### config.mk
export PLATFORM = sky130hd
export DESIGN_NAME = dmx_channel
export DESIGN_NICKNAME = d
export VERILOG_FILES = /design/src/rtl/dmx_pkg.sv /design/src/rtl/dmx_regs.sv /design/src/rtl/dmx_engine.sv /design/src/rtl/dmx_channel.sv
export SDC_FILE = /design/constraint.sdc
export NUM_CORES = 1
export LEC_CHECK = 0
export BUFFER_PORTS_ARGS = -buffer_cell sky130_fd_sc_hd__buf_2
export CORE_ASPECT_RATIO = 1.4
export CORE_MARGIN = 10
export CORE_UTILIZATION = 57
export DETAILED_ROUTE_END_ITERATION = 12
export PLACE_DENSITY = 0.78
export SYNTH_ARGS = -nofsm -noshare
export SYNTH_HDL_FRONTEND = slang
export SYNTH_SLANG_ARGS = --single-unit
### constraint.sdc
create_clock -name clk -period 4.9 [get_ports clk]
set_clock_uncertainty 0.1 [all_clocks]
set_input_delay 0.245 -clock clk [delete_from_list [all_inputs] [get_ports clk]]
set_output_delay 0.245 -clock clk [all_outputs]
set_load 0.02 [all_outputs]
### src/rtl/dmx_pkg.sv
package dmx_pkg;
    localparam int REG_AW = 8;
    localparam logic [REG_AW-1:0] A_PACE     = 8'h08;
    localparam logic [REG_AW-1:0] A_SRC_MODE = 8'h10;
    localparam logic [REG_AW-1:0] A_DST_MODE = 8'h14;
    localparam logic [REG_AW-1:0] A_SRC_HI   = 8'h18;
    localparam logic [REG_AW-1:0] A_DST_HI   = 8'h1C;
    localparam logic [REG_AW-1:0] A_SRC_LO   = 8'h20;
    localparam logic [REG_AW-1:0] A_DST_LO   = 8'h24;
    localparam logic [REG_AW-1:0] A_USIZE    = 8'h28;
    localparam logic [REG_AW-1:0] A_UCOUNT   = 8'h2C;
    localparam logic [REG_AW-1:0] A_CTRL     = 8'h30;
    localparam logic [REG_AW-1:0] A_IRQ_EN   = 8'h34;
    localparam logic [REG_AW-1:0] A_STATUS   = 8'h40;
    localparam logic [REG_AW-1:0] A_FLAGS    = 8'h44;
    localparam logic [REG_AW-1:0] A_SEEN     = 8'h48;

    typedef enum logic [1:0] {
        S_IDLE  = 2'd0,
        S_READ  = 2'd1,
        S_WRITE = 2'd2,
        S_GAP   = 2'd3
    } dmx_state_e;
endpackage

### src/rtl/dmx_regs.sv
module dmx_regs
    import dmx_pkg::*;
#(
    parameter int ADDR_W = 64,
    parameter int SIZE_W = 26,
    parameter int CNT_W  = 16,
    parameter int GAP_W  = 8,
    parameter int REQ_W  = 6
) (
    input  logic              clk,
    input  logic              rst_n,
    input  logic              reg_wr,
    input  logic [REG_AW-1:0] reg_addr,
    input  logic [31:0]       reg_wdata,
    output logic [31:0]       reg_rdata,
    input  logic              busy_i,
    input  logic              done_i,
    input  logic              err_i,
    output logic              go_o,
    output logic              stop_o,
    output logic [ADDR_W-1:0] src_o,
    output logic [ADDR_W-1:0] dst_o,
    output logic [1:0]        src_lg_o,
    output logic [1:0]        dst_lg_o,
    output logic              src_fix_o,
    output logic              dst_fix_o,
    output logic [SIZE_W-1:0] usize_o,
    output logic [CNT_W-1:0]  ucnt_o,
    output logic [GAP_W-1:0]  gap_o,
    output logic              irq_o
);
    logic [REQ_W-1:0]  req_q;
    logic [GAP_W-1:0]  gap_q;
    logic [1:0]        slg_q, dlg_q, ien_q, flags_q;
    logic              sfix_q, dfix_q;
    logic [31:0]       shi_q, slo_q, dhi_q, dlo_q;
    logic [SIZE_W-1:0] usize_q;
    logic [CNT_W-1:0]  ucnt_q;
    logic              cfg_we;

    assign cfg_we = reg_wr && !busy_i;

    always_ff @(posedge clk or negedge rst_n) begin
        if (!rst_n) begin
            req_q <= '0; gap_q <= '0; slg_q <= '0; dlg_q <= '0;
            sfix_q <= 1'b0; dfix_q <= 1'b0;
            shi_q <= '0; slo_q <= '0; dhi_q <= '0; dlo_q <= '0;
            usize_q <= '0; ucnt_q <= '0;
        end else if (cfg_we) begin
            unique case (reg_addr)
                A_PACE: begin
                    req_q <= reg_wdata[REQ_W-1:0];
                    gap_q <= reg_wdata[16 +: GAP_W];
                end
                A_SRC_MODE: begin slg_q <= reg_wdata[25:24]; sfix_q <= reg_wdata[4]; end
                A_DST_MODE: begin dlg_q <= reg_wdata[25:24]; dfix_q <= reg_wdata[4]; end
                A_SRC_HI: shi_q   <= reg_wdata;
                A_DST_HI: dhi_q   <= reg_wdata;
                A_SRC_LO: slo_q   <= reg_wdata;
                A_DST_LO: dlo_q   <= reg_wdata;
                A_USIZE:  usize_q <= reg_wdata[SIZE_W-1:0];
                A_UCOUNT: ucnt_q  <= reg_wdata[CNT_W-1:0];
                default: ;
            endcase
        end
    end

    always_ff @(posedge clk or negedge rst_n) begin
        if (!rst_n) begin
            ien_q   <= '0;
            flags_q <= '0;
        end else begin
            if (reg_wr && reg_addr == A_IRQ_EN) ien_q <= reg_wdata[1:0];
            flags_q <= (flags_q & ~((reg_wr && reg_addr == A_FLAGS) ? reg_wdata[1:0] : 2'b00))
                     | {err_i, done_i};
        end
    end

    assign go_o   = reg_wr && reg_addr == A_CTRL && reg_wdata[0] && !busy_i;
    assign stop_o = reg_wr && reg_addr == A_CTRL && !reg_wdata[0] && busy_i;
    assign src_o  = ADDR_W'({shi_q, slo_q});
    assign dst_o  = ADDR_W'({dhi_q, dlo_q});
    assign src_lg_o = slg_q;  assign dst_lg_o = dlg_q;
    assign src_fix_o = sfix_q; assign dst_fix_o = dfix_q;
    assign usize_o = usize_q; assign ucnt_o = ucnt_q; assign gap_o = gap_q;
    assign irq_o   = |(flags_q & ien_q);

    always_comb begin
        reg_rdata = '0;
        unique case (reg_addr)
            A_PACE:     begin reg_rdata[REQ_W-1:0] = req_q; reg_rdata[16 +: GAP_W] = gap_q; end
            A_SRC_MODE: begin reg_rdata[25:24] = slg_q; reg_rdata[4] = sfix_q; end
            A_DST_MODE: begin reg_rdata[25:24] = dlg_q; reg_rdata[4] = dfix_q; end
            A_SRC_HI:   reg_rdata = shi_q;
            A_DST_HI:   reg_rdata = dhi_q;
            A_SRC_LO:   reg_rdata = slo_q;
            A_DST_LO:   reg_rdata = dlo_q;
            A_USIZE:    reg_rdata[SIZE_W-1:0] = usize_q;
            A_UCOUNT:   reg_rdata[CNT_W-1:0] = ucnt_q;
            A_CTRL:     reg_rdata[0] = busy_i;
            A_IRQ_EN:   reg_rdata[1:0] = ien_q;
            A_STATUS:   reg_rdata[0] = busy_i;
            A_FLAGS:    reg_rdata[1:0] = flags_q;
            A_SEEN:     reg_rdata[1:0] = flags_q & ien_q;
            default:    reg_rdata = '0;
        endcase
    end

    AST_CFG_FROZEN: assert property (@(posedge clk) disable iff (!rst_n)
        busy_i |=> $stable(usize_q) && $stable(slo_q) && $stable(dlo_q));
    AST_END_FROM_ENGINE: assert property (@(posedge clk) disable iff (!rst_n)
        $rose(flags_q[0]) |-> $past(done_i));
endmodule

### src/rtl/dmx_engine.sv
module dmx_engine
    import dmx_pkg::*;
#(
    parameter int ADDR_W = 64,
    parameter int SIZE_W = 26,
    parameter int CNT_W  = 16,
    parameter int GAP_W  = 8
) (
    input  logic              clk,
    input  logic              rst_n,
    input  logic              go_i,
    input  logic              stop_i,
    input  logic [ADDR_W-1:0] src_i,
    input  logic [ADDR_W-1:0] dst_i,
    input  logic [1:0]        src_lg_i,
    input  logic [1:0]        dst_lg_i,
    input  logic              src_fix_i,
    input  logic              dst_fix_i,
    input  logic [SIZE_W-1:0] usize_i,
    input  logic [CNT_W-1:0]  ucnt_i,
    input  logic [GAP_W-1:0]  gap_i,
    output logic              busy_o,
    output logic              done_o,
    output logic              err_o,
    output logic              mem_rd_o,
    output logic              mem_wr_o,
    output logic [ADDR_W-1:0] mem_addr_o,
    output logic [1:0]        mem_size_o,
    output logic [63:0]       mem_wdata_o,
    input  logic [63:0]       mem_rdata_i
);
    dmx_state_e        state_q, state_d;
    logic [ADDR_W-1:0] src_q, dst_q;
    logic [1:0]        lg_q, beat_lg;
    logic              sfix_q, dfix_q;
    logic [SIZE_W-1:0] bpu_q, beat_left, lo_mask;
    logic [CNT_W-1:0]  unit_left;
    logic [GAP_W-1:0]  gap_q, gap_cnt;
    logic              cfg_bad, launch, last_beat, last_unit;

    assign beat_lg   = (src_lg_i < dst_lg_i) ? src_lg_i : dst_lg_i;
    assign lo_mask   = (SIZE_W'(1) << beat_lg) - SIZE_W'(1);
    assign cfg_bad   = (usize_i == '0) || (ucnt_i == '0) || |(usize_i & lo_mask);
    assign launch    = go_i && (state_q == S_IDLE) && !cfg_bad;
    assign last_beat = (beat_left == '0);
    assign last_unit = (unit_left == '0);

    always_ff @(posedge clk or negedge rst_n) begin
        if (!rst_n) state_q <= S_IDLE;
        else        state_q <= state_d;
    end

    always_comb begin
        state_d = state_q;
        unique case (state_q)
            S_IDLE:  if (launch) state_d = S_READ;
            S_READ:  state_d = stop_i ? S_IDLE : S_WRITE;
            S_WRITE: begin
                if (stop_i)                  state_d = S_IDLE;
                else if (!last_beat)         state_d = S_READ;
                else if (last_unit)          state_d = S_IDLE;
                else if (gap_q == '0)        state_d = S_READ;
                else                         state_d = S_GAP;
            end
            S_GAP:   begin
                if (stop_i)                  state_d = S_IDLE;
                else if (gap_cnt <= GAP_W'(1)) state_d = S_READ;
            end
            default: state_d = S_IDLE;
        endcase
    end

    always_ff @(posedge clk or negedge rst_n) begin
        if (!rst_n) begin
            src_q <= '0; dst_q <= '0; lg_q <= '0; sfix_q <= 1'b0; dfix_q <= 1'b0;
            bpu_q <= '0; beat_left <= '0; unit_left <= '0; gap_q <= '0; gap_cnt <= '0;
        end else begin
            unique case (state_q)
                S_IDLE: if (launch) begin
                    src_q     <= src_i;
                    dst_q     <= dst_i;
                    lg_q      <= beat_lg;
                    sfix_q    <= src_fix_i;
                    dfix_q    <= dst_fix_i;
                    bpu_q     <= usize_i >> beat_lg;
                    beat_left <= (usize_i >> beat_lg) - SIZE_W'(1);
                    unit_left <= ucnt_i - CNT_W'(1);
                    gap_q     <= gap_i;
                end
                S_WRITE: begin
                    if (!sfix_q) src_q <= src_q + (ADDR_W'(1) << lg_q);
                    if (!dfix_q) dst_q <= dst_q + (ADDR_W'(1) << lg_q);
                    if (!last_beat) begin
                        beat_left <= beat_left - SIZE_W'(1);
                    end else if (!last_unit) begin
                        beat_left <= bpu_q - SIZE_W'(1);
                        unit_left <= unit_left - CNT_W'(1);
                        gap_cnt   <= gap_q;
                    end
                end
                S_GAP:   gap_cnt <= gap_cnt - GAP_W'(1);
                default: ;
            endcase
        end
    end

    always_comb begin
        busy_o      = (state_q != S_IDLE);
        mem_rd_o    = (state_q == S_READ);
        mem_wr_o    = (state_q == S_WRITE);
        mem_addr_o  = (state_q == S_WRITE) ? dst_q : src_q;
        mem_size_o  = lg_q;
        mem_wdata_o = mem_rdata_i;
        done_o      = (state_q == S_WRITE) && !stop_i && last_beat && last_unit;
        err_o       = go_i && (state_q == S_IDLE) && cfg_bad;
    end

    AST_WRITE_AFTER_READ: assert property (@(posedge clk) disable iff (!rst_n)
        mem_wr_o |-> $past(mem_rd_o));
    AST_STOP_HALTS: assert property (@(posedge clk) disable iff (!rst_n)
        (stop_i && busy_o) |=> !busy_o && !mem_rd_o && !mem_wr_o);
    AST_BAD_CFG_IDLE: assert property (@(posedge clk) disable iff (!rst_n)
        err_o |=> !busy_o);
    AST_DONE_RETIRES: assert property (@(posedge clk) disable iff (!rst_n)
        done_o |=> !busy_o && !mem_rd_o);
    AST_FIXED_SRC: assert property (@(posedge clk) disable iff (!rst_n)
        (mem_rd_o && sfix_q && $past(mem_wr_o)) |-> mem_addr_o == $past(mem_addr_o, 2));
endmodule

### src/rtl/dmx_channel.sv
module dmx_channel
    import dmx_pkg::*;
#(
    parameter int ADDR_W = 64,
    parameter int SIZE_W = 26,
    parameter int CNT_W  = 16,
    parameter int GAP_W  = 8
) (
    input  logic              clk,
    input  logic              rst_n,
    input  logic              reg_wr,
    input  logic [7:0]        reg_addr,
    input  logic [31:0]       reg_wdata,
    output logic [31:0]       reg_rdata,
    output logic              irq,
    output logic              mem_rd,
    output logic              mem_wr,
    output logic [ADDR_W-1:0] mem_addr,
    output logic [1:0]        mem_size,
    output logic [63:0]       mem_wdata,
    input  logic [63:0]       mem_rdata
);
    logic              busy, done, err, go, stop, sfix, dfix;
    logic [ADDR_W-1:0] src, dst;
    logic [1:0]        slg, dlg;
    logic [SIZE_W-1:0] usize;
    logic [CNT_W-1:0]  ucnt;
    logic [GAP_W-1:0]  gap;

    dmx_regs #(.ADDR_W(ADDR_W), .SIZE_W(SIZE_W), .CNT_W(CNT_W), .GAP_W(GAP_W)) u_regs (
        .clk(clk), .rst_n(rst_n), .reg_wr(reg_wr), .reg_addr(reg_addr),
        .reg_wdata(reg_wdata), .reg_rdata(reg_rdata),
        .busy_i(busy), .done_i(done), .err_i(err), .go_o(go), .stop_o(stop),
        .src_o(src), .dst_o(dst), .src_lg_o(slg), .dst_lg_o(dlg),
        .src_fix_o(sfix), .dst_fix_o(dfix), .usize_o(usize), .ucnt_o(ucnt),
        .gap_o(gap), .irq_o(irq)
    );

    dmx_engine #(.ADDR_W(ADDR_W), .SIZE_W(SIZE_W), .CNT_W(CNT_W), .GAP_W(GAP_W)) u_engine (
        .clk(clk), .rst_n(rst_n), .go_i(go), .stop_i(stop),
        .src_i(src), .dst_i(dst), .src_lg_i(slg), .dst_lg_i(dlg),
        .src_fix_i(sfix), .dst_fix_i(dfix), .usize_i(usize), .ucnt_i(ucnt),
        .gap_i(gap), .busy_o(busy), .done_o(done), .err_o(err),
        .mem_rd_o(mem_rd), .mem_wr_o(mem_wr), .mem_addr_o(mem_addr),
        .mem_size_o(mem_size), .mem_wdata_o(mem_wdata), .mem_rdata_i(mem_rdata)
    );
endmodule

=== Word-level counts from Yosys, hierarchy flattened ===
Index checks and enable logic that the tools add are counted.

* Bitwise operators: 5
* Multipliers: 0
* Div/mod/pow operators: 0
* Multiplexer cells: 38
* Reduce and logical (&&, ||, !) cells: 48
* $lt $le $gt $ge: 2
* Add/sub/neg operators: 9
* Equality and inequality tests: 24
* Shift operators: 3

{| class="wikitable"
|+ Operators by type and width
! operator !! number
|-
| 64-bit two-way mux || 5
|-
| 64-bit case mux with 2 select lines || 2
|-
| 64-bit adder || 2
|-
| 26-bit two-way mux || 3
|-
| 26-bit by 1-bit subtractor with 26-bit output (second input constant) || 3
|-
| 1-bit by 2-bit left shift with 64-bit output (first input constant) || 1
|-
| 10-bit case mux with 6 select lines || 1
|-
| 26-bit logical NOT || 2
|-
| 26-bit case mux with 2 select lines || 1
|-
| 8-bit by 6-bit == test with 1-bit output (second input constant) || 6
|-
| 16-bit two-way mux || 3
|-
| 8-bit case mux with 6 select lines || 1
|-
| 8-bit by 5-bit == test with 1-bit output (second input constant) || 4
|-
| 16-bit logical NOT || 2
|-
| 16-bit case mux with 2 select lines || 1
|-
| 16-bit by 1-bit subtractor with 16-bit output (second input constant) || 2
|-
| 2-bit case mux with 7 select lines || 2
|-
| 26-bit bitwise AND || 1
|-
| 26-bit OR reduction || 1
|-
| 1-bit by 2-bit left shift with 26-bit output (first input constant) || 1
|-
| 26-bit by 2-bit >> shifter with 26-bit output || 1
|-
| 26-bit by 2-bit subtractor with 26-bit output (second input constant) || 1
|-
| 8-bit by 7-bit == test with 1-bit output (second input constant) || 3
|-
| 6-bit case mux with 4 select lines || 1
|-
| 31 further kinds || 79
|}

* Latch bits: 0
* Output and inout port bits: 165
* Bits in writable memories: 0
* Memories: 0
* Bits in read-only memories: 0
* Register bits after elaboration: 412
* Word-level logic and storage cells: 154
* Input bits: 107

=== Logic depth before layout (Yosys ltp) ===
Gate-level depths: netlist of the first run.

* Word-level depth: 11
* Gate-level depth with buffers: 19
* Mapped depth without buffers: 14

=== By module ===
Synthesis of the first run repeated with hierarchy kept, for this count alone.

* Cells, all modules: 2,685
* Area, all modules: 24,511.0 µm²

{| class="wikitable"
|+ By module, submodules not included
! module !! area an instance (µm²) !! seq. area each (µm²) !! cells an instance !! times used
|-
| dmx_engine || 15,676.3 || 5,455.2 || 2,051 || 1
|-
| dmx_regs || 8,834.7 || 4,854.7 || 634 || 1
|}

=== Worst setup path after synthesis of the first run ===
No wires, ideal clock.

* Kind: reg2reg
* Start: reg u_engine.state_q[1]
* End: reg u_engine.unit_left[12]
* Cell stages (with the launch flop): 18
* Buffers on the path: 7
* Library setup time: 0.094 ns
* Data required time: 4.706 ns
* Arrival time: 3.718 ns
* Setup slack: 0.988 ns
* Path through: dfrtp_1 -> clkbuf_1 -> nand2b_1 -> buf_2 -> inv_1 -> clkbuf_1 -> buf_2 -> buf_2 -> buf_2 -> buf_1 -> mux2i_1 -> ha_1 -> o21ai_1 -> nor4b_1 -> and2_1 -> nand2b_1 -> a21oi_1 -> a211oi_1

* Longest elaborated chain between the ends: 7
* Elaborated cells on any way between the ends: 13
* Classes of those cells: 4 x eq/ne; 1 x mux; 8 x reduce/logical

{| class="wikitable"
|+ Ends and longest elaborated chain
! what !! line !! RTL
|-
| start, declared || dmx_engine.sv:32 || <nowiki>dmx_state_e state_q, state_d;</nowiki>
|-
| start signal, assigned || dmx_engine.sv:50 || <nowiki>else state_q <= state_d;</nowiki>
|-
| 2-bit nonzero test || dmx_engine.sv:108 || <nowiki>busy_o = (state_q != S_IDLE);</nowiki>
|-
| 1-bit logical NOT || dmx_regs.sv:79 || <nowiki>assign go_o = reg_wr && reg_addr == A_CTRL && reg_wdata[0] && !busy_i;</nowiki>
|-
| 1-bit logical AND || dmx_regs.sv:79 ||
|-
| 1-bit logical AND (2 in series) || dmx_engine.sv:44 || <nowiki>assign launch = go_i && (state_q == S_IDLE) && !cfg_bad;</nowiki>
|-
| 2-bit by 1-bit inequality test with 1-bit output (no source line) || -- ||
|-
| 4-bit AND reduction (no source line) || -- ||
|-
| end signal, assigned || dmx_engine.sv:87 || <nowiki>unit_left <= ucnt_i - CNT_W'(1);</nowiki>
|-
| end signal, assigned || dmx_engine.sv:97 || <nowiki>unit_left <= unit_left - CNT_W'(1);</nowiki>
|-
| end, declared || dmx_engine.sv:37 || <nowiki>logic [CNT_W-1:0] unit_left;</nowiki>
|}

Parallel ways exist; a longest one is shown, timed or not.
A chain may end at the register's enable or synchronous reset.

=== Worst setup path in the final report of the first run ===
* Start: reg u_regs.slg_q[1] (netlist: u_regs.src_lg_o[1])
* End: reg u_engine.dst_q[28]

* Longest elaborated chain between the ends: 11

{| class="wikitable"
|+ Ends and longest elaborated chain
! what !! line !! RTL
|-
| start, declared || dmx_regs.sv:34 || <nowiki>logic [1:0] slg_q, dlg_q, ien_q, flags_q;</nowiki>
|-
| start signal, assigned || dmx_regs.sv:55 || <nowiki>A_SRC_MODE: begin slg_q <= reg_wdata[25:24]; sfix_q <= reg_wdata[4]; end</nowiki>
|-
| 2-bit < comparator || dmx_engine.sv:41 || <nowiki>assign beat_lg = (src_lg_i < dst_lg_i) ? src_lg_i : dst_lg_i;</nowiki>
|-
| 2-bit two-way mux * || dmx_engine.sv:41 ||
|-
| 1-bit by 2-bit left shift with 26-bit output * || dmx_engine.sv:42 || <nowiki>assign lo_mask = (SIZE_W'(1) << beat_lg) - SIZE_W'(1);</nowiki>
|-
| 26-bit by 2-bit subtractor with 26-bit output * || dmx_engine.sv:42 ||
|-
| 26-bit bitwise AND * || dmx_engine.sv:43 || <nowiki>assign cfg_bad = (usize_i == '0) || (ucnt_i == '0) || |(usize_i & lo_mask);</nowiki>
|-
| 26-bit OR reduction * || dmx_engine.sv:43 ||
|-
| 1-bit logical OR * || dmx_engine.sv:43 ||
|-
| 1-bit logical NOT * || dmx_engine.sv:44 ||
|-
| 1-bit logical AND * || dmx_engine.sv:44 ||
|-
| 2-bit by 1-bit inequality test with 1-bit output (no source line) * || -- ||
|-
| 3-bit AND reduction (no source line) * || -- ||
|-
| end signal, assigned || dmx_engine.sv:81 || <nowiki>dst_q <= dst_i;</nowiki>
|-
| end signal, assigned || dmx_engine.sv:92 || <nowiki>if (!dfix_q) dst_q <= dst_q + (ADDR_W'(1) << lg_q);</nowiki>
|-
| end, declared || dmx_engine.sv:33 || <nowiki>logic [ADDR_W-1:0] src_q, dst_q;</nowiki>
|}

Every way passes the cells marked *; elsewhere a longest branch is shown, timed or not.

==> results of run 1 <==
-- sequential cells by signal, indices dropped and copies added (netlist names), 6 cells and up --
name,cells
u_regs.shi_q,32
u_regs.dhi_q,32
u_engine.beat_left,26
u_regs.ucnt_o,16
u_engine.gap_cnt,8
u_regs.gap_o,8
u_regs.usize_o,26
u_regs.slo_q,32
u_engine.bpu_q,26
u_engine.unit_left,16
u_engine.gap_q,8
u_engine.src_q,64
u_regs.dlo_q,32
u_engine.dst_q,64
u_regs.req_q,6
-- cell usage after synthesis (29+ instances only) --
library cell | instances | area share (%)
and3_1 | 31 | 0.79
mux2i_1 | 32 | 1.3
o21ai_0 | 156 | 3.2
nor4_1 | 35 | 0.89
nand3_1 | 94 | 1.9
inv_1 | 34 | 0.52
dfrtp_1 | 412 | 42
a21oi_1 | 212 | 4.3
clkbuf_1 | 120 | 1.8
buf_1 | 34 | 0.52
buf_2 | 29 | 0.59
a32o_1 | 34 | 1.4
buf_4 | 67 | 2.1
nand4_1 | 35 | 0.89
nor3_1 | 70 | 1.4
o22a_1 | 29 | 1.0
a31oi_1 | 54 | 1.4
a22oi_1 | 85 | 2.6
nand2_1 | 402 | 6.2
nor2_1 | 231 | 3.5
mux2_2 | 199 | 9.2
o22ai_1 | 44 | 1.1
-- how the worst max path moves through the flow --
stage                                    startpoint                            endpoint  slack [ns]  cells after the start
detailed placement   u_regs.src_lg_o[1]$_DFFE_PN0P_      u_engine.dst_q[56]$_DFFE_PN0P_        0.36                     14
CTS                  u_regs.src_lg_o[1]$_DFFE_PN0P_      u_engine.dst_q[28]$_DFFE_PN0P_        0.30                     14
global placement     u_regs.dst_lg_o[1]$_DFFE_PN0P_      u_engine.dst_q[56]$_DFFE_PN0P_        0.45                     15
finish               u_regs.src_lg_o[1]$_DFFE_PN0P_      u_engine.dst_q[28]$_DFFE_PN0P_        0.25                     14
global route         u_regs.dst_lg_o[1]$_DFFE_PN0P_      u_engine.dst_q[28]$_DFFE_PN0P_        0.02                     15
floorplan           u_engine.state_q[1]$_DFFE_PN0P_  u_engine.unit_left[12]$_DFFE_PN0P_        0.99                     17
-- report_power, final --
group | switching (mW) | internal, mW
registers | 0.559 | 3.87
clock network | 1.53 | 2.06
logic | 1.35 | 0.848
-- through the flow --
step	area, µm²	std cells	utilization (%)	hold slack [ns]	power [mW]
after floorplan	24490	2762	-	-0.1506	5.878
after global placement	25220	3255	59.60	0.1787	6.541
after detailed placement	25220	3255	59.60	0.1761	6.611
after CTS	27080	3367	63.99	0.01911	10.21
after global routing	27080	3368	63.99	0.04980	10.67
final	27080	3368	63.99	0.03316	10.21
-- routing by layer --
metal	GRT usage, %	up-vias
met5	0	-
met4	17.66	6
met3	5.287	283
met2	50.10	1325
met1	39.66	11320
li1	-	10220
-- layout make-up --
cell class,instances,area (µm²)
diodes,1,2.502
clock buffers,53,1216
clock inverters,27,320.3
fillers,3557,15240
inverters,34,135.1
multi-input cells,2063,12880
flip-flops and latches,412,10310
well taps,546,683.2
repair buffers,232,1536
-- timing repair --
| action | 4_1_cts | 5_1_grt |
|---|---|---|
| setup endpoints to repair | 0 | 0 |
| hold buffers | 32 | 0 |
| endpoints found under the hold margin | 246 | 0 |
| setup buffers | 0 | 0 |
-- critical path: cells and delay by family, from the launching register on --
kind / cells / cell delay, ns
DFF: 1 / 0.44
adders and majority gates: 2 / 0.59
AOI/OAI and AO/OA: 4 / 1.25
and+or+nand+nor: 5 / 1.65
buffers and inverters: 3 / 0.46
-- kinds of logic after synthesis --
logic type / share of synthesized area, %
simple gates: 19.04
compound gates: 21.23
flops: 42.10
buf+inv: 5.615
mux: 10.46
fa+ha+maj: 0.9809
xor+xnor: 0.5722
==> results.yml, run 1 <==
setup_path:
  end_kind: "flop"
  cpMaxStageDelayCell: "nor4bb_2"
  crit_chain: "ha_1 -> or2_2 -> and2_1 -> nand2_1 -> inv_1 -> ha_1 -> inv_1 -> a222oi_1 -> nor4bb_2 -> nand2_2 -> o21ai_4 -> buf_4 -> a21oi_1 -> a311oi_1"
  cpPeakStageDelay_ns: 0.55
  timing.rr.end: "u_engine.dst_q[28]$_DFFE_PN0P_"
  cp_max_fo: 35
  startpoint_type: "flop"
  crit_type: "flop to flop"
  rr_worst_depth: 14
  arrival_ns: 5.00
  r2r_start: "u_regs.src_lg_o[1]$_DFFE_PN0P_"
  worst_ep_required_time_ns: 5.26
  r2r_slack_ns: 0.25
global_routing:
  grt_overflow_total: 0
  antenna_found_initial: 6
  grt_pass1_wl_um: 130700
  grt_pass1_vias: 22090
  grt_usage_pct: 31.34
  grt_max_degree: 249
timing:
  maxSlewHeadroom_pct: 17.95
  finalHoldViolCount: 0
  fin_setup_tns_ns: 0
  layout_min_cycle_time_ns: 4.645
  drv_slew: 0
  setup_violations: 0
  grt_setup_unrepaired: "false"
  layout_setup_ws_ns: 0.2546
  clock.fmax_mhz: 215.3
  fin_crit_sh_pct: 94.80
  tightestPinTransition_ns: 1.218
cts:
  cts.clk_slew.worst_paths_ns: 0.07
  cts_tree: "yes"
  clk_path_buf_depth: 3
  cts_resized: 0
  cts_buffers: 44
  htree_levels: 2
  insertion_delay_ns: 0.58
  cts_root_buf: "clkbuf_16"
  cts.sinks: 412
route:
  first_pass_iters: 6
  wl_per_cell_um: 25.07
  antenna_left: 0
  wl_met3_um: 7075
  drt-initial-drc-count: 2758
  routed-wl-met2_um: 39730
  wl_met1_um: 32580
  drcViolationCount: 0
  viasPerCell: 6.875
  via_count: 23160
  maxUsedRoutingLayer: "met5"
  drt_wl_total_um: 84450
logic_synthesis:
  async_flop_share_pct: 100.0
  synth_edf_count: 0
  ys.flop_type: "dfrtp_1"
  yosysWarnings: 0
  synth_nets: 2887
  yosysUniqueCellTypes: 89
  syn-cell-area_um2: 24490
  synthCells: 2762
  avgSynthCellArea_um2: 8.867
  ys_ff_latch: 412
  yosysSeqAreaShare_pct: 42.10
place:
  pre_cts_ws_ns: 0.3585
  gp_congestion: 0.9551
  port-buffer-count: 143
  dp_hpwl_um: 60360
min_path:
  min_from: "reg_wdata[0]"
  min_path_cells: 2
  whs_endpoint: "u_regs.shi_q[0]$_DFFE_PN0P_"
  min_path_type: "input pin to flop"
die:
  initial_core_util_pct: 57.87
  die_w_um: 195.2
  pin_count: 272
  dieArea_um2: 51770
  core_um2: 42320
  rows: 89
  die_y_um: 265.3
job:
  cap_violations: 0
final_layout:
  layout_commonest_cell: "dfrtp_1"
  most-common-layout-cells: "412 x dfrtp_1, 401 x nand2_1, 226 x nor2_1"
  drive_above_1_share_pct: 18.40
  syn_to_final_growth_pct: 10.58
  fin_nets: 2912
pwr:
  peakVddDrop_v: 0.0003067
  leakage_nw: 12.41
  p_per_area_nw_per_um2: 377.1
outcome:
  status: "completed"
Power figures use the tool's default switching activity.
==> run 2, diff against run 1 <==
--- a/config.mk
+++ b/config.mk
@@ -7,5 +7,4 @@
 export LEC_CHECK = 0
 export BUFFER_PORTS_ARGS = -buffer_cell sky130_fd_sc_hd__buf_2
-export CORE_ASPECT_RATIO = 1.4
 export CORE_MARGIN = 10
 export CORE_UTILIZATION = 57
==> constraint.sdc (replaced) <==
create_clock -name clk -period 4.9 [get_ports clk]
set_clock_uncertainty 0.1 [all_clocks]
set_input_delay 0.245 -clock clk [delete_from_list [all_inputs] [get_ports clk]]
set_output_delay 0.245 -clock clk [all_outputs]
set_load 0.1 [all_outputs]
==> run 2 against run 1 <==
Non-clock buffer count fell by 5. Critical path depth grew 1. Sequential power barely moved. Routed wire length is essentially flat. Combinational power rose by 53%. First-iteration DRC count increased by 27%. Maximum frequency up 16%. Sequential share of layout area hardly changed. Register-to-register slack gained 0.65 ns. Critical endpoint is now u_engine.unit_left[10]$_DFFE_PN0P_.
==> results.yml, run 2 (synthesis gave the netlist of run 1 again) <==
die:
  dieArea_um2: 51660
  core_um2: 42230
  die_w_um: 227.3
  pin_count: 272
  initial_core_util_pct: 57.99
  rows: 75
  die_y_um: 227.3
cts:
  cts.sinks: 412
  cts.clk_slew.worst_paths_ns: 0.07
  cts_tree: "yes"
  insertion_delay_ns: 0.58
  cts_root_buf: "clkbuf_16"
  ctsHoldBuffers: 32
  clk_path_buf_depth: 3
  post_cts_buffers: 0
  htree_levels: 2
  cts_resized: 0
  cts_buffers: 46
route:
  wl_per_cell_um: 25.12
  drt_wl_total_um: 84450
  drcViolationCount: 0
  drt-initial-drc-count: 3499
  first_pass_iters: 9
  viasPerCell: 6.976
  via_count: 23450
  antenna_left: 0
setup_path:
  worst_ep_required_time_ns: 5.27
  arrival_ns: 4.36
  cpPeakStageDelay_ns: 0.50
  path_common_cell: "inv_1"
  r2r_start: "u_regs.dst_lg_o[1]$_DFFE_PN0P_"
  cpMaxStageDelayCell: "nand2_1"
  crit_chain: "inv_1 -> ha_1 -> or2_2 -> and2_1 -> nand2_1 -> inv_1 -> ha_1 -> inv_1 -> a222oi_1 -> nor4bb_2 -> nand2_2 -> buf_4 -> nand2_1 -> o21ai_0 -> a222oi_1"
  cp_max_fo: 37
  rr_worst_depth: 15
  crit_type: "flop to flop"
  startpoint_type: "flop"
  crit_path_start: "u_regs.dst_lg_o[1]$_DFFE_PN0P_"
  r2r_slack_ns: 0.90
  timing.rr.end: "u_engine.unit_left[10]$_DFFE_PN0P_"
  end_kind: "flop"
  crit_path_end: "u_engine.unit_left[10]$_DFFE_PN0P_"
place:
  place_area_um2: 25170
  gp_congestion: 0.9695
  dp_hpwl_um: 58950
  port-buffer-count: 143
outcome:
  status: "completed"
final_layout:
  drive_above_1_share_pct: 18.27
  layout_commonest_cell: "dfrtp_1"
  utilization_pct: 64.10
  syn_to_final_growth_pct: 10.53
  most-common-layout-cells: "412 x dfrtp_1, 401 x nand2_1, 226 x nor2_1"
  top_regs: "u_engine.dst_q x64, u_engine.src_q x64"
  fin_nets: 2909
  stdcell_area_um2: 27070
pwr:
  leakage_nw: 12.41
  p_per_area_nw_per_um2: 421.4
  peakVddDrop_v: 0.0006685
timing:
  finalHoldViolCount: 0
  clock.fmax_mhz: 250.3
  fin_crit_sh_pct: 81.54
  tightestPinTransition_ns: 1.319
  maxSlewHeadroom_pct: 11.12
  layout_min_cycle_time_ns: 3.995
  drv_slew: 0
  hold_ws_ns: 0.01062
  grt_setup_unrepaired: "false"
  fin_setup_tns_ns: 0
  setup_violations: 0
min_path:
  min_path_type: "input pin to flop"
global_routing:
  grt_usage_pct: 31.98
  grt_pass1_wl_um: 130200
  grt_pass1_vias: 22080
  grt_overflow_total: 0
  antenna_found_initial: 4
  grt_max_degree: 187
job:
  cap_violations: 0
-- run 2: cell type report --
| type | instances | area [µm²] |
|---|---|---|
| inverter | 34 | 135.1 |
| fill | 3434 | 15160 |
| clock buffer | 61 | 1329 |
| tap | 539 | 674.4 |
| antenna | 4 | 10.01 |
| clock inverter | 22 | 235.2 |
| sequential | 412 | 10310 |
| timing repair buffer | 227 | 1499 |
| multi-input combinational | 2063 | 12880 |
-- run 2: metrics by stage --
step	setup slack [ns]	instances	total power, mW
after CTS	0.9747	3358	11.39
after global routing	0.6842	3362	11.86
after detailed placement	0.9549	3243	7.779
after global placement	1.054	3243	7.683
after floorplan	0.4228	2762	7.189
final	0.9047	3362	11.41
-- run 2: worst max-delay path, delay by kind of cell, from the launching register on --
family          cells  cell delay (ns)
compound gates      3             0.75
buf+inv             4             0.45
simple gates        6             1.57
flops               1             0.42
fa+ha+maj           2             0.57
-- run 2: worst min-delay path by stage --
| stage | start | end | slack (ns) | cells past startpoint |
|---|---|---|---|---|
| after floorplan | rst_n | u_engine.beat_left[0]$_DFFE_PN0P_ | -0.15 | 0 |
| after global placement | rst_n | u_engine.dst_q[37]$_DFFE_PN0P_ | 0.31 | 1 |
| after detailed placement | rst_n | u_engine.dst_q[37]$_DFFE_PN0P_ | 0.32 | 1 |
| after CTS | reg_wdata[0] | u_regs.flags_q[0]$_DFF_PN0_ | 0.002 | 3 |
| after global routing | reg_wdata[0] | u_regs.flags_q[0]$_DFF_PN0_ | 0.001 | 3 |
| final | reg_wdata[0] | u_regs.flags_q[0]$_DFF_PN0_ | 0.01 | 3 |
-- run 2: per-layer routing --
layer / wire (µm) / GRT usage, % / vias up
met2: 38770 / 49.99 / 1473
met4: 4293 / 16.01 / 0
met3: 8645 / 6.782 / 249
met1: 32740 / 41.49 / 11540
li1: - / - / 10200
met5: 0 / 0 / -
-- run 2: where the power goes --
part / switching [mW] / leakage (nW) / internal [mW]
clock: 1.50 / 0.769 / 2.12
combinational: 2.52 / 6.17 / 0.845
sequential: 0.559 / 5.47 / 3.87
